`src/rtl/fisu_pkg.sv`:
```
package fisu_pkg;
  localparam int REG_W = 16;
  localparam int SEL_W = 2;
  localparam int KIND_W = 2;
  localparam int PEND_BIT = 15;
  localparam int KIND_BASE = 4;
  localparam int ERR_CMD_BIT = 10;

  localparam logic [REG_W-1:0] COLD_INT = 16'h8080;
  localparam logic [REG_W-1:0] WARM_INT = 16'h8010;
  localparam logic [REG_W-1:0] CFG_INIT = 16'h40C0;
  localparam logic [REG_W-1:0] ERR_MASK = 16'h3C00;
  localparam logic [REG_W-1:0] CFG_RD_MASK = 16'hFFE0;

  typedef enum logic [KIND_W-1:0] {
    EV_RESET = 2'd0,
    EV_ERASE = 2'd1,
    EV_PROG  = 2'd2,
    EV_LOAD  = 2'd3
  } evt_kind_e;

  typedef enum logic [SEL_W-1:0] {
    SLOT_CFG  = 2'd0,
    SLOT_STAT = 2'd1,
    SLOT_INT  = 2'd2,
    SLOT_CMD  = 2'd3
  } slot_e;

  // interrupt bits raised by a completion event of a given kind
  function automatic logic [REG_W-1:0] evt_int_bits(input evt_kind_e kind);
    logic [REG_W-1:0] v;
    v = '0;
    v[PEND_BIT] = 1'b1;
    v[KIND_BASE + int'(kind)] = 1'b1;
    return v;
  endfunction

  // status bits raised by a failed completion event
  function automatic logic [REG_W-1:0] evt_err_bits(input evt_kind_e kind, input logic err);
    logic [REG_W-1:0] v;
    v = '0;
    if (err) begin
      v[ERR_CMD_BIT] = 1'b1;
      if (kind != EV_RESET) v[ERR_CMD_BIT + int'(kind)] = 1'b1;
    end
    return v;
  endfunction

  function automatic logic cmd_known(input logic [REG_W-1:0] code);
    logic hit;
    case (code[7:0])
      8'h00, 8'h13, 8'h80, 8'h1A, 8'h1B, 8'h23, 8'h27, 8'h2A, 8'h2C,
      8'h71, 8'h94, 8'h95, 8'hB0, 8'h30, 8'hF0, 8'hF3, 8'h65: hit = 1'b1;
      default: hit = 1'b0;
    endcase
    return hit && (code[REG_W-1:8] == '0);
  endfunction

  function automatic logic irq_level(input logic pend, input logic pol);
    return pend ^ ~pol;
  endfunction
endpackage

```
`src/rtl/fisu_cmd_gate.sv`:
```
module fisu_cmd_gate
  import fisu_pkg::*;
(
  input  logic             clk,
  input  logic             rst_n,
  input  logic             warm_rst,
  input  logic             wr_cmd,
  input  logic [REG_W-1:0] wdata,
  input  logic             pending,
  output logic             unknown_cmd,
  output logic             start_q,
  output logic [REG_W-1:0] cmd_q
);
  logic accept;
  logic known;

  assign accept      = wr_cmd && !pending && !warm_rst;
  assign known       = cmd_known(wdata);
  assign unknown_cmd = accept && !known;

  always_ff @(posedge clk or negedge rst_n) begin
    if (!rst_n) begin
      cmd_q   <= '0;
      start_q <= 1'b0;
    end else if (warm_rst) begin
      cmd_q   <= '0;
      start_q <= 1'b0;
    end else begin
      start_q <= accept && known;
      if (accept) cmd_q <= wdata;
    end
  end
endmodule

```
`src/rtl/fisu_int_status.sv`:
```
module fisu_int_status
  import fisu_pkg::*;
(
  input  logic              clk,
  input  logic              rst_n,
  input  logic              warm_rst,
  input  logic              int_wr,
  input  logic [REG_W-1:0]  wdata,
  input  logic              evt_valid,
  input  logic [KIND_W-1:0] evt_type,
  input  logic              evt_err,
  input  logic              unknown_cmd,
  output logic [REG_W-1:0]  int_q,
  output logic [REG_W-1:0]  stat_q
);
  logic [REG_W-1:0] int_cleared, stat_cleared, int_n, stat_n;
  logic [REG_W-1:0] unk_int, unk_stat;
  evt_kind_e kind;

  assign kind = evt_kind_e'(evt_type);

  always_comb begin
    unk_int  = '0;
    unk_stat = '0;
    unk_int[PEND_BIT]     = unknown_cmd;
    unk_stat[ERR_CMD_BIT] = unknown_cmd;

    int_cleared  = int_wr ? (int_q & wdata) : int_q;
    stat_cleared = (int_wr && !int_cleared[PEND_BIT]) ? (stat_q & ~ERR_MASK) : stat_q;

    int_n  = int_cleared | unk_int;
    stat_n = stat_cleared | unk_stat;
    if (evt_valid) begin
      int_n  = int_n | evt_int_bits(kind);
      stat_n = stat_n | evt_err_bits(kind, evt_err);
    end
  end

  always_ff @(posedge clk or negedge rst_n) begin
    if (!rst_n) begin
      int_q  <= COLD_INT;
      stat_q <= '0;
    end else if (warm_rst) begin
      int_q  <= WARM_INT;
      stat_q <= '0;
    end else begin
      int_q  <= int_n;
      stat_q <= stat_n;
    end
  end
endmodule

```
`src/rtl/fisu_cfg_reg.sv`:
```
module fisu_cfg_reg
  import fisu_pkg::*;
(
  input  logic             clk,
  input  logic             rst_n,
  input  logic             warm_rst,
  input  logic             cfg_wr,
  input  logic [REG_W-1:0] wdata,
  output logic [REG_W-1:0] cfg_q,
  output logic             rdy_q
);
  localparam int RDY_BIT = 7;

  always_ff @(posedge clk or negedge rst_n) begin
    if (!rst_n) begin
      cfg_q <= CFG_INIT;
      rdy_q <= 1'b1;
    end else if (warm_rst) begin
      cfg_q <= CFG_INIT;
      rdy_q <= 1'b1;
    end else if (cfg_wr) begin
      cfg_q <= wdata;
      rdy_q <= wdata[RDY_BIT];
    end
  end
endmodule

```
`src/rtl/fisu_read_port.sv`:
```
module fisu_read_port
  import fisu_pkg::*;
(
  input  logic             clk,
  input  logic             rst_n,
  input  logic             rd_en,
  input  logic [SEL_W-1:0] rd_sel,
  input  logic [REG_W-1:0] cfg_q,
  input  logic [REG_W-1:0] stat_q,
  input  logic [REG_W-1:0] int_q,
  input  logic [REG_W-1:0] cmd_q,
  output logic [REG_W-1:0] rdata_q
);
  logic [REG_W-1:0] view;

  always_comb begin
    unique case (slot_e'(rd_sel))
      SLOT_CFG:  view = cfg_q & CFG_RD_MASK;
      SLOT_STAT: view = stat_q;
      SLOT_INT:  view = int_q;
      SLOT_CMD:  view = cmd_q;
      default:   view = '0;
    endcase
  end

  always_ff @(posedge clk or negedge rst_n) begin
    if (!rst_n)     rdata_q <= '0;
    else if (rd_en) rdata_q <= view;
  end
endmodule

```
`src/rtl/flash_irq_status_unit.sv`:
```
module flash_irq_status_unit
  import fisu_pkg::*;
(
  input  logic              clk,
  input  logic              rst_n,
  input  logic              warm_rst,
  input  logic              host_wr_en,
  input  logic              host_rd_en,
  input  logic [SEL_W-1:0]  host_addr,
  input  logic [REG_W-1:0]  host_wdata,
  output logic [REG_W-1:0]  host_rdata,
  input  logic              evt_valid,
  input  logic [KIND_W-1:0] evt_type,
  input  logic              evt_err,
  output logic              cmd_start,
  output logic [REG_W-1:0]  cmd_code,
  output logic              irq_o,
  output logic              rdy_o
);
  slot_e            sel;
  logic             wr_cfg, wr_int, wr_cmd;
  logic             unknown_w;
  logic             pend_w;
  logic [REG_W-1:0] int_w, stat_w, cfg_w, cmd_w;

  assign sel    = slot_e'(host_addr);
  assign wr_cfg = host_wr_en && (sel == SLOT_CFG);
  assign wr_int = host_wr_en && (sel == SLOT_INT);
  assign wr_cmd = host_wr_en && (sel == SLOT_CMD);
  assign pend_w = int_w[PEND_BIT];

  fisu_cmd_gate u_gate (
    .clk(clk), .rst_n(rst_n), .warm_rst(warm_rst),
    .wr_cmd(wr_cmd), .wdata(host_wdata), .pending(pend_w),
    .unknown_cmd(unknown_w), .start_q(cmd_start), .cmd_q(cmd_w)
  );

  fisu_int_status u_ist (
    .clk(clk), .rst_n(rst_n), .warm_rst(warm_rst),
    .int_wr(wr_int), .wdata(host_wdata),
    .evt_valid(evt_valid), .evt_type(evt_type), .evt_err(evt_err),
    .unknown_cmd(unknown_w), .int_q(int_w), .stat_q(stat_w)
  );

  fisu_cfg_reg u_cfg (
    .clk(clk), .rst_n(rst_n), .warm_rst(warm_rst),
    .cfg_wr(wr_cfg), .wdata(host_wdata), .cfg_q(cfg_w), .rdy_q(rdy_o)
  );

  fisu_read_port u_rd (
    .clk(clk), .rst_n(rst_n), .rd_en(host_rd_en), .rd_sel(host_addr),
    .cfg_q(cfg_w), .stat_q(stat_w), .int_q(int_w), .cmd_q(cmd_w),
    .rdata_q(host_rdata)
  );

  assign cmd_code = cmd_w;
  assign irq_o    = irq_level(pend_w, cfg_w[6]);
endmodule

```
`config.mk`:
```
export PLATFORM = sky130hd
export DESIGN_NAME = flash_irq_status_unit
export DESIGN_NICKNAME = d
export VERILOG_FILES = /design/src/rtl/fisu_pkg.sv /design/src/rtl/fisu_cmd_gate.sv /design/src/rtl/fisu_int_status.sv /design/src/rtl/fisu_cfg_reg.sv /design/src/rtl/fisu_read_port.sv /design/src/rtl/flash_irq_status_unit.sv
export SDC_FILE = /design/constraint.sdc
export NUM_CORES = 1
export LEC_CHECK = 0
export BUFFER_PORTS_ARGS = -buffer_cell sky130_fd_sc_hd__buf_2
export CORE_MARGIN = 2
export CORE_UTILIZATION = 41
export CTS_CLUSTER_SIZE = 14
export DETAILED_ROUTE_END_ITERATION = 12
export HOLD_SLACK_MARGIN = 0.1
export PLACE_DENSITY = 0.64
export SLEW_MARGIN = 25
export SYNTH_ARGS = -nofsm -noshare
export SYNTH_HDL_FRONTEND = slang
export SYNTH_SLANG_ARGS = --single-unit
```
`constraint.sdc`:
```
create_clock -name clk -period 3.37 [get_ports clk]
set_input_delay 0.1685 -clock clk [delete_from_list [all_inputs] [get_ports clk]]
set_output_delay 0.1685 -clock clk [all_outputs]
set_load 0.02 [all_outputs]
```
# ---- Yosys cells after proc, flatten, opt, wreduce, memory -nomap -nowiden
# Index checks and enable logic that the tools add are counted.
dict set report word_totals {
  wordCells 83
  reg_bits 82
  out_inout_bits 35
  in_bits 27
}
dict set report op_classes {
  n_reduce_logical 22
  n_bitwise 7
  n_eq_ne 19
  order_cmp 4
  muxes 22
  add_sub_neg 2
}
# operator count
set op_table {}
lappend op_table {{$mux W16} 12}
lappend op_table {{$ge A32 B1 Y1 const B} 2}
lappend op_table {{$lt A32 B6 Y1 const B} 2}
lappend op_table {{$pmux W16 S4} 1}
lappend op_table {{$eq A8 B8 Y1 const B} 6}
lappend op_table {{$or A16 B16 Y16} 3}
lappend op_table {{$eq A8 B6 Y1 const B} 5}
lappend op_table {{$eq A8 B5 Y1 const B} 3}
lappend op_table {{$reduce_or A17 Y1} 1}
lappend op_table {{$and A16 B16 Y16} 1}
lappend op_table {{$eq A8 B7 Y1 const B} 2}
lappend op_table {{$logic_not A8 Y1} 2}
lappend op_table {{$or A16 B11 Y16} 1}
lappend op_table {{$mux W14} 1}
lappend op_table {{$logic_and A1 B1 Y1} 11}
lappend op_table {{$demux W1 S4} 2}
lappend op_table {{$mux W1} 6}
lappend op_table {{$reduce_bool A2 Y1} 3}
lappend op_table {{$add A4 B2 Y5 const A} 1}
lappend op_table {{$add A3 B2 Y4 const A} 1}
lappend op_table {{$eq A2 B2 Y1 const B} 2}
lappend op_table {{$logic_not A1 Y1} 4}
lappend op_table {{$eq A2 B1 Y1 const B} 1}
lappend op_table {{$logic_not A2 Y1} 1}
lappend op_table {{2 further kinds} 2}

# ---- Depth between registers and ports, before layout
# Gate-level depths: netlist of the first run.
dict set report logic_depth {
  ltp_word 11
  ltp_mapped 8
  ltp_nobuf 5
}

# ---- Hierarchy
# From an unflattened synthesis of the first run, not the netlist that was laid out.
dict set report hier_totals {
  hier_cells 296
  hier_area_um2 3524.6
}
# module seq_area_each_um2 area_each_um2 n_inst cells_each
set modules_own_cells {}
lappend modules_own_cells {fisu_read_port 400.4 1146.1 1 101}
lappend modules_own_cells {fisu_int_status 503.0 870.8 1 71}
lappend modules_own_cells {fisu_cmd_gate 425.4 793.3 1 67}
lappend modules_own_cells {fisu_cfg_reg 404.1 676.9 1 53}
lappend modules_own_cells {flash_irq_status_unit 0.0 37.5 1 4}

# ---- Worst setup path before layout of the first run
# No wires, ideal clock.
dict set report synth_timing {
  kind {input to register}
  startpoint {input host_wdata[6]}
  endpoint {register u_gate.start_q}
  n_path_buf 1
  required_ps 3290
  setup_ps 80
  arrival_ps 1285
  path_slack_ps 2005
  path_stages 6
  cell_sequence {buf_2 > or4b_4 > o21ai_2 > a211oi_1 > a21oi_2 > nor3b_2}
}
dict set report synth_between {
  elab_chain_len 6
  word_cells_on_any_way 22
  classes_between {16 x eq/ne; 2 x mux; 4 x reduce/logical}
}
# item line
set synth_lines {}
lappend synth_lines {{from (decl)} flash_irq_status_unit.sv:10} ;# input logic [REG_W-1:0] host_wdata,
lappend synth_lines {{$eq A8 B5 Y1 (tied with other cells)} fisu_pkg.sv:51} ;# case (code[7:0])
lappend synth_lines {{$reduce_or A17 Y1 (*)} fisu_pkg.sv:51}
lappend synth_lines {{$mux W1 (*)} fisu_pkg.sv:51}
lappend synth_lines {{$logic_and A1 B1 Y1 (*)} fisu_pkg.sv:56} ;# return hit && (code[REG_W-1:8] == '0);
lappend synth_lines {{$logic_and A1 B1 Y1 (*)} fisu_cmd_gate.sv:29} ;# start_q <= accept && known;
lappend synth_lines {{$mux W1 (*)} fisu_cmd_gate.sv:25} ;# end else if (warm_rst) begin
lappend synth_lines {{to (signal assigned)} fisu_cmd_gate.sv:29}
lappend synth_lines {{to (decl)} fisu_cmd_gate.sv:11} ;# output logic start_q,
# Every way passes the cells marked *; elsewhere a longest branch is shown, timed or not.
# A chain may end at the register's enable or synchronous reset.

# ---- Worst setup path after layout of the first run
dict set report layout_timing {
  startpoint {input host_addr[0]}
  endpoint {register u_gate.cmd_q[0]}
}
dict set report layout_between {
  elab_chain_len 5
}
# item line
set layout_lines {}
lappend layout_lines {{from (decl)} flash_irq_status_unit.sv:9} ;# input logic [SEL_W-1:0] host_addr,
lappend layout_lines {{$eq A2 B2 Y1} flash_irq_status_unit.sv:29} ;# assign wr_cmd = host_wr_en && (sel == SLOT_CMD);
lappend layout_lines {{$logic_and A1 B1 Y1} flash_irq_status_unit.sv:29}
lappend layout_lines {{$logic_and A1 B1 Y1 (2 in series)} fisu_cmd_gate.sv:17} ;# assign accept = wr_cmd && !pending && !warm_rst;
lappend layout_lines {{$reduce_bool A2 Y1 (no line)} -}
lappend layout_lines {{to (signal assigned)} fisu_cmd_gate.sv:30} ;# if (accept) cmd_q <= wdata;
lappend layout_lines {{to (decl)} fisu_cmd_gate.sv:12} ;# output logic [REG_W-1:0] cmd_q
# No other way between the ends.

==> flow_summary_export.csv, run 1 <==
group,metric,value,unit
synth,synth_edf_count,0,
sta,fin_setup_tns,0,ns
drt,drt_drc_violations_left,0,
place,port_buffers,61,
pwr,p_leak,0.001658,uW
outcome,outcome,"finished clean",
finish,drive_gt1_frac,0.2786,
sta,fin_skew,0.009834,ns
synth,synthArstFlopShare,1.000,
floorplanning,rows,31,
drt,drtIter0Drc,179,
sta,max_slew_margin,0.4893,
worst_setup_path,path_max_fanout,19,
worst_setup_path,path_cells,"buf_2 -> and2_1 -> and3b_1 -> nand2_1 -> a21oi_1",
sta,maxSlewViolCount,0,
drt,drt_wl_total,7.410,mm
cts,clock-sinks,64,
floorplanning,die-area,8034,sq um
sta,setup_ws,1.759,ns
worst_setup_path,slowest_stage,"and3b_1",
sta,hold_viol_final,0,
drt,wl_per_cell,16.18,um
synth,syn_nets,320,
flow_run,cap_violations,0,
cts,cts_tree,"yes",
sta,grt_setup_unrepaired,"false",
synth,yosys_register_bits,64,
drt,first_pass_iters,4,
synth,avgSynthCellArea,10.26,sq um
sta,fmax,0.6208,GHz
sta,min_period,1.611,ns
cts,cts_buffers,9,
cts,cts_setup_buffers,0,
global_route,grt_antenna_before_repair,0,
synth,yosysSeqAreaShare,0.5347,
cts,clkTransAtPathRegs,0.07,ns
synth,synthCells,293,
finish,diodes,0,
synth,ys.flop_type,"dfrtp_1",
floorplanning,core,7176,sq um
floorplanning,ios,62,
sta,whs,0.1102,ns
sta,setup_viol_count_final,0,
pwr,vdd_drop_max,0.1581,mV
worst_setup_path,r2r_slack,1.94,ns
global_route,overflow,0,
floorplanning,die_h,89.64,um
floorplanning,die_w,89.64,um
floorplanning,start_util,0.4190,
drt,dr_total_vias,2440,
global_route,grt_pass1_wl,11.75,mm
place,gp_congestion,0.8007,
sta,min_period_over_period,0.4780,
worst_setup_path,cp-start-kind,"input pin",
place,post-place-ws,1.431,ns
synth,yosys_warnings,0,
drt,vias_per_cell,5.328,
min_path,hp-class,"in2reg",
worst_setup_path,cp-end-kind,"flip-flop",
global_route,grt_pass1_vias,2209,
sta,worst_slew_pin_slew,0.7660,ns
cts,root_buffer,"clkbuf_8",
pwr,powerDensity,431.7,nW/um^2
finish,instances_no_fill,458,
place,placedCellCount,436,
synth,synth.cell_area,3007,sq um
worst_setup_path,worstPathArrival,1.86,ns
global_route,grt_max_degree,45,
cts,clk_latency,0.34,ns
cts,clock_path_buffers,2,
finish,nets,381,
worst_setup_path,critPathMaxStageDelay,0.61,ns
place,dp_hpwl,5.085,mm
worst_setup_path,crit_type,"in2reg",
drt,ant_nets,0,
finish,area_delta_synth_final,19.39,%
synth,synth_cell_type_count,50,
worst_setup_path,cp.required,3.62,ns
cts,cts-htree-levels,3,
global_route,grtUsageTotal,0.1984,
metrics by stage:
stage | cell area [sq um] | util | power, uW
after floorplan | 3007 | - | 905.2
after global placement | 3356 | 0.4677 | 976.8
after detailed placement | 3356 | 0.4677 | 979.1
after CTS | 3590 | 0.5003 | 1565
after global routing | 3590 | 0.5003 | 1618
final | 3590 | 0.5003 | 1550
repair_timing:
action                                 CTS  global route
gates resized for setup                  0             0
hold buffers                             6             0
endpoints found under the hold margin   27             0
worst paths after layout:
check	end	cells after the start	start
max in group asynchronous	u_ist.int_q[15]	3	rst_n
setup reg to reg	u_ist.stat_q[10]	3	u_ist.int_q[15]
hold reg to reg	u_rd.rdata_q[13]	1	u_rd.rdata_q[13]
setup / recovery	u_gate.cmd_q[0]	5	host_addr[0]
hold / removal	u_gate.cmd_q[13]	3	host_wdata[13]
min in group asynchronous	u_cfg.cfg_q[12]	2	rst_n
metal layers:
metal	global-route usage	up-vias	part of all wire
li1	-	1168	-
met1	0.3003	1201	0.49
met2	0.2801	67	0.46
met3	0.05302	4	0.048
met4	0.05563	0	0.011
met5	0	-	0
synthesized netlist by cell type (2+ instances only):
cell       instances  area share
a21o_1             2      0.0050
buf_4              2      0.0050
o22a_1             2      0.0058
nor4_1             3      0.0062
dfstp_2            5       0.044
o22ai_1            5       0.010
inv_1              8       0.010
mux4_2             4       0.030
a22o_1             8       0.023
a21oi_1           39       0.065
dfrtp_1           59        0.49
mux2_2             4       0.015
nand4bb_1          2      0.0075
nand4_1            2      0.0042
mux2i_1           12       0.040
nand3_1            4      0.0067
clkbuf_1           8       0.010
nor3b_1           11       0.027
nand3b_1           2      0.0050
nor2_1            32       0.040
or2_2              2      0.0042
buf_2              7       0.012
nand2_1           39       0.049
o21ai_0            5      0.0083
power by group:
group          switching [uW]  internal (uW)
Clock                     296            284
Sequential               10.9            789
Combinational             111           58.8
Total                     418           1130
kinds of logic after synthesis:
kind of cell | Yosys count | share of synthesized area
DFF | 64 | 0.5348
buffers and inverters | 27 | 0.04161
and+or+nand+nor | 111 | 0.1927
AOI/OAI and AO/OA | 70 | 0.1432
muxes | 20 | 0.08490
xor gates and xnor gates | 1 | 0.002914
worst max-delay path, delay by kind of cell:
family / cells / cell delay, ns
buf+inv: 1 / 0.39
simple gates: 3 / 1.13
compound gates: 1 / 0.16
cells in the final DEF (no fill, tap or decap), drive strengths merged, types with 2 or more instances in the layout:
cell type and n:
dfstp 5, inv 8, nand2 39, a22o 8, nor3 2, clkbuf 11, dfrtp 59, or2 2
a21o 2, a21oi 40, nand3b 3, mux4 4, buf 63, o22a 2, o21ai 6, o22ai 5
nand4 2, mux2 4, or4b 2, clkinvlp 3, nor2 32, dlygate4sd3 6, mux2i 12, clkinv 2
nor4 3, nand4bb 2, nand3 4, nor3b 12
sequential cells by signal, summed over array words and instances (netlist names):
signal	count
u_ist.int_q	16
u_gate.start_q	1
u_cfg.cfg_q	11
u_ist.stat_q	4
u_gate.cmd_q	16
u_rd.rdata_q	16
final cells by class:
type / instances / area, sq um
Fill cell: 702 / 3586
Sequential cell: 64 / 1608
Multi-Input combinational cell: 202 / 1274
Timing Repair Buffer: 69 / 380.4
Clock buffer: 11 / 141.4
Tap cell: 99 / 123.9
Clock inverter: 5 / 32.53
Inverter: 8 / 30.03
Power figures use the tool's default switching activity.
==> inputs of run 2 (changes only) <==
clock period = 1.6 ns   (was 3.37 ns; I/O delays follow)
==> run 2 against run 1 <==
Net effect: flip-flop and latch count unchanged; first-iteration DRC count decreased by 13%; routed wire length increased by 6.3%; combinational power increased by 150%; core utilization increased by 5.1 points; sequential power increased by 110%; critical path depth increased by 2; highest routed layer unchanged.
==> flow_summary_export.csv, run 2 (same netlist as run 1, synthesis figures left out) <==
group,metric,value,unit
min_path,min_path_cells,2,
global_route,grt_max_degree,65,
floorplanning,die-area,8034,sq um
floorplanning,ios,62,
cts,clock_path_buffers,2,
worst_setup_path,cp-start-kind,"input pin",
sta,setup_viol_count_final,0,
cts,cts_tree,"yes",
finish,diodes,0,
place,dp_hpwl,5.267,mm
worst_setup_path,rr_worst_depth,4,
sta,min_period,1.535,ns
place,post-place-ws,0.1748,ns
global_route,grt_antenna_before_repair,0,
global_route,grtUsageTotal,0.2083,
sta,worst_slew_pin_slew,0.4731,ns
sta,setup_ws,0.06534,ns
drt,drtIter0Drc,155,
finish,mostFrequentLayoutCell,"dfrtp_1",
global_route,grt_pass1_wl,12.43,mm
worst_setup_path,cp-end-kind,"flip-flop",
floorplanning,die_h,89.64,um
drt,first_pass_iters,4,
sta,max_slew_margin,0.6846,
finish,nets,410,
pwr,powerDensity,891.4,nW/um^2
global_route,overflow,0,
sta,fmax,0.6516,GHz
finish,seq_area,1608,sq um
finish,drive_gt1_frac,0.2990,
drt,drt_wl_total,7.877,mm
floorplanning,core,7176,sq um
finish,num-fill-cells,651,
place,port_buffers,61,
outcome,outcome,"finished clean",
pwr,vdd_drop_max,0.3713,mV
cts,root_buffer,"clkbuf_8",
sta,fin_skew,0.005552,ns
drt,ant_nets,0,
finish,final_cell_mix,"dfrtp_1 (59), buf_2 (55), nand2_1 (39), a21oi_1 (38), nor2_1 (32)",
cts,clkTransAtPathRegs,0.07,ns
finish,reg_top3,"u_gate.cmd_q (16), u_ist.int_q (16), u_rd.rdata_q (16)",
sta,hold_viol_final,0,
cts,cts-htree-levels,3,
drt,vias_per_cell,5.287,
floorplanning,die_w,89.64,um
pwr,p_leak,0.001854,uW
drt,drt_drc_violations_left,0,
drt,dr_total_vias,2575,
drt,wl_per_cell,16.17,um
cts,cts_buffers,9,
finish,area_delta_synth_final,31.63,%
worst_setup_path,crit_type,"in2reg",
cts,clk_latency,0.35,ns
worst_setup_path,path_max_fanout,8,
place,place_area,3451,sq um
sta,min_period_over_period,0.9592,
min_path,hp-class,"in2reg",
flow_run,cap_violations,0,
worst_setup_path,worstPathArrival,1.80,ns
floorplanning,rows,31,
global_route,grt_pass1_vias,2478,
sta,maxSlewViolCount,0,
finish,design_area,3958,sq um
worst_setup_path,cp.required,1.87,ns
cts,clock-sinks,64,
floorplanning,start_util,0.4190,
finish,multi_input_area,1303,sq um
place,gp_congestion,0.9173,
## run 2: changes by cell type in the layout (fill, tap and decap cells not counted), moves of 3 or more
cell,delta
buf_2,-6
buf_6,+5
clkinvlp_4,-3
dlygate4sd3_1,+14
dlymetal6s4s_1,+3
buf_4,+12
## run 2: layer usage
layer  GRT usage  vias up  share of wire
li1            -     1217              -
met5           0        -              0
met2      0.3041       75           0.48
met3     0.05210       15          0.042
met4     0.09091        0          0.020
met1      0.2950     1268           0.46
## run 2: area by class of cell
class,count,share of cell area
flip-flops and latches,64,0.4063
multi-input cells,202,0.3291
well taps,99,0.03130
clock buffers,13,0.04015
clock inverters,3,0.01012
inverters,8,0.007588
repair buffers,98,0.1755
## run 2: report_power, final
group	switching, uW	internal, uW
Sequential	23.3	1660
Clock	617	801
Combinational	247	178
Total	888	2640
## run 2: worst max-delay path: stages
cell and delay, ns:
dlygate4sd3_1 0.53, buf_4 0.17, or4b_4 0.49, o21ai_2 0.14
a211oi_2 0.09, a21oi_2 0.14, nor3b_2 0.16
## run 2: repair_timing
action | CTS | global route
endpoints found under the setup margin | 0 | 3
resized for setup | 0 | 25
hold endpoints to repair | 107 | 0
hold buffers | 23 | 0
buffers inserted | 0 | 1
## run 2: path summary, 6_finish.rpt
path                                       from         endpoint  slack [ns]
worst min-delay path                 host_rd_en  u_rd.rdata_q[8]        0.13
worst max register to register  u_ist.int_q[15]  u_gate.cmd_q[4]        0.23
max in group asynchronous                 rst_n   u_cfg.cfg_q[7]        1.01
worst min register to register  u_cfg.cfg_q[13]  u_cfg.cfg_q[13]        0.50
worst max-delay path              host_wdata[5]   u_gate.start_q        0.07
min in group asynchronous                 rst_n   u_ist.int_q[4]        0.26
## run 2: stage by stage
stage | hold slack [ns] | utilization | TNS (ns) | cells | total power, uW
after floorplan | -0.2156 | - | 0 | 293 | 1907
after global placement | 0.1168 | 0.4809 | 0 | 447 | 2070
after detailed placement | 0.1193 | 0.4809 | 0 | 447 | 2077
after CTS | 0.1178 | 0.5407 | 0 | 486 | 3527
after global routing | 0.1308 | 0.5515 | -0.005475 | 487 | 3650
final | 0.1254 | 0.5515 | 0 | 487 | 3528
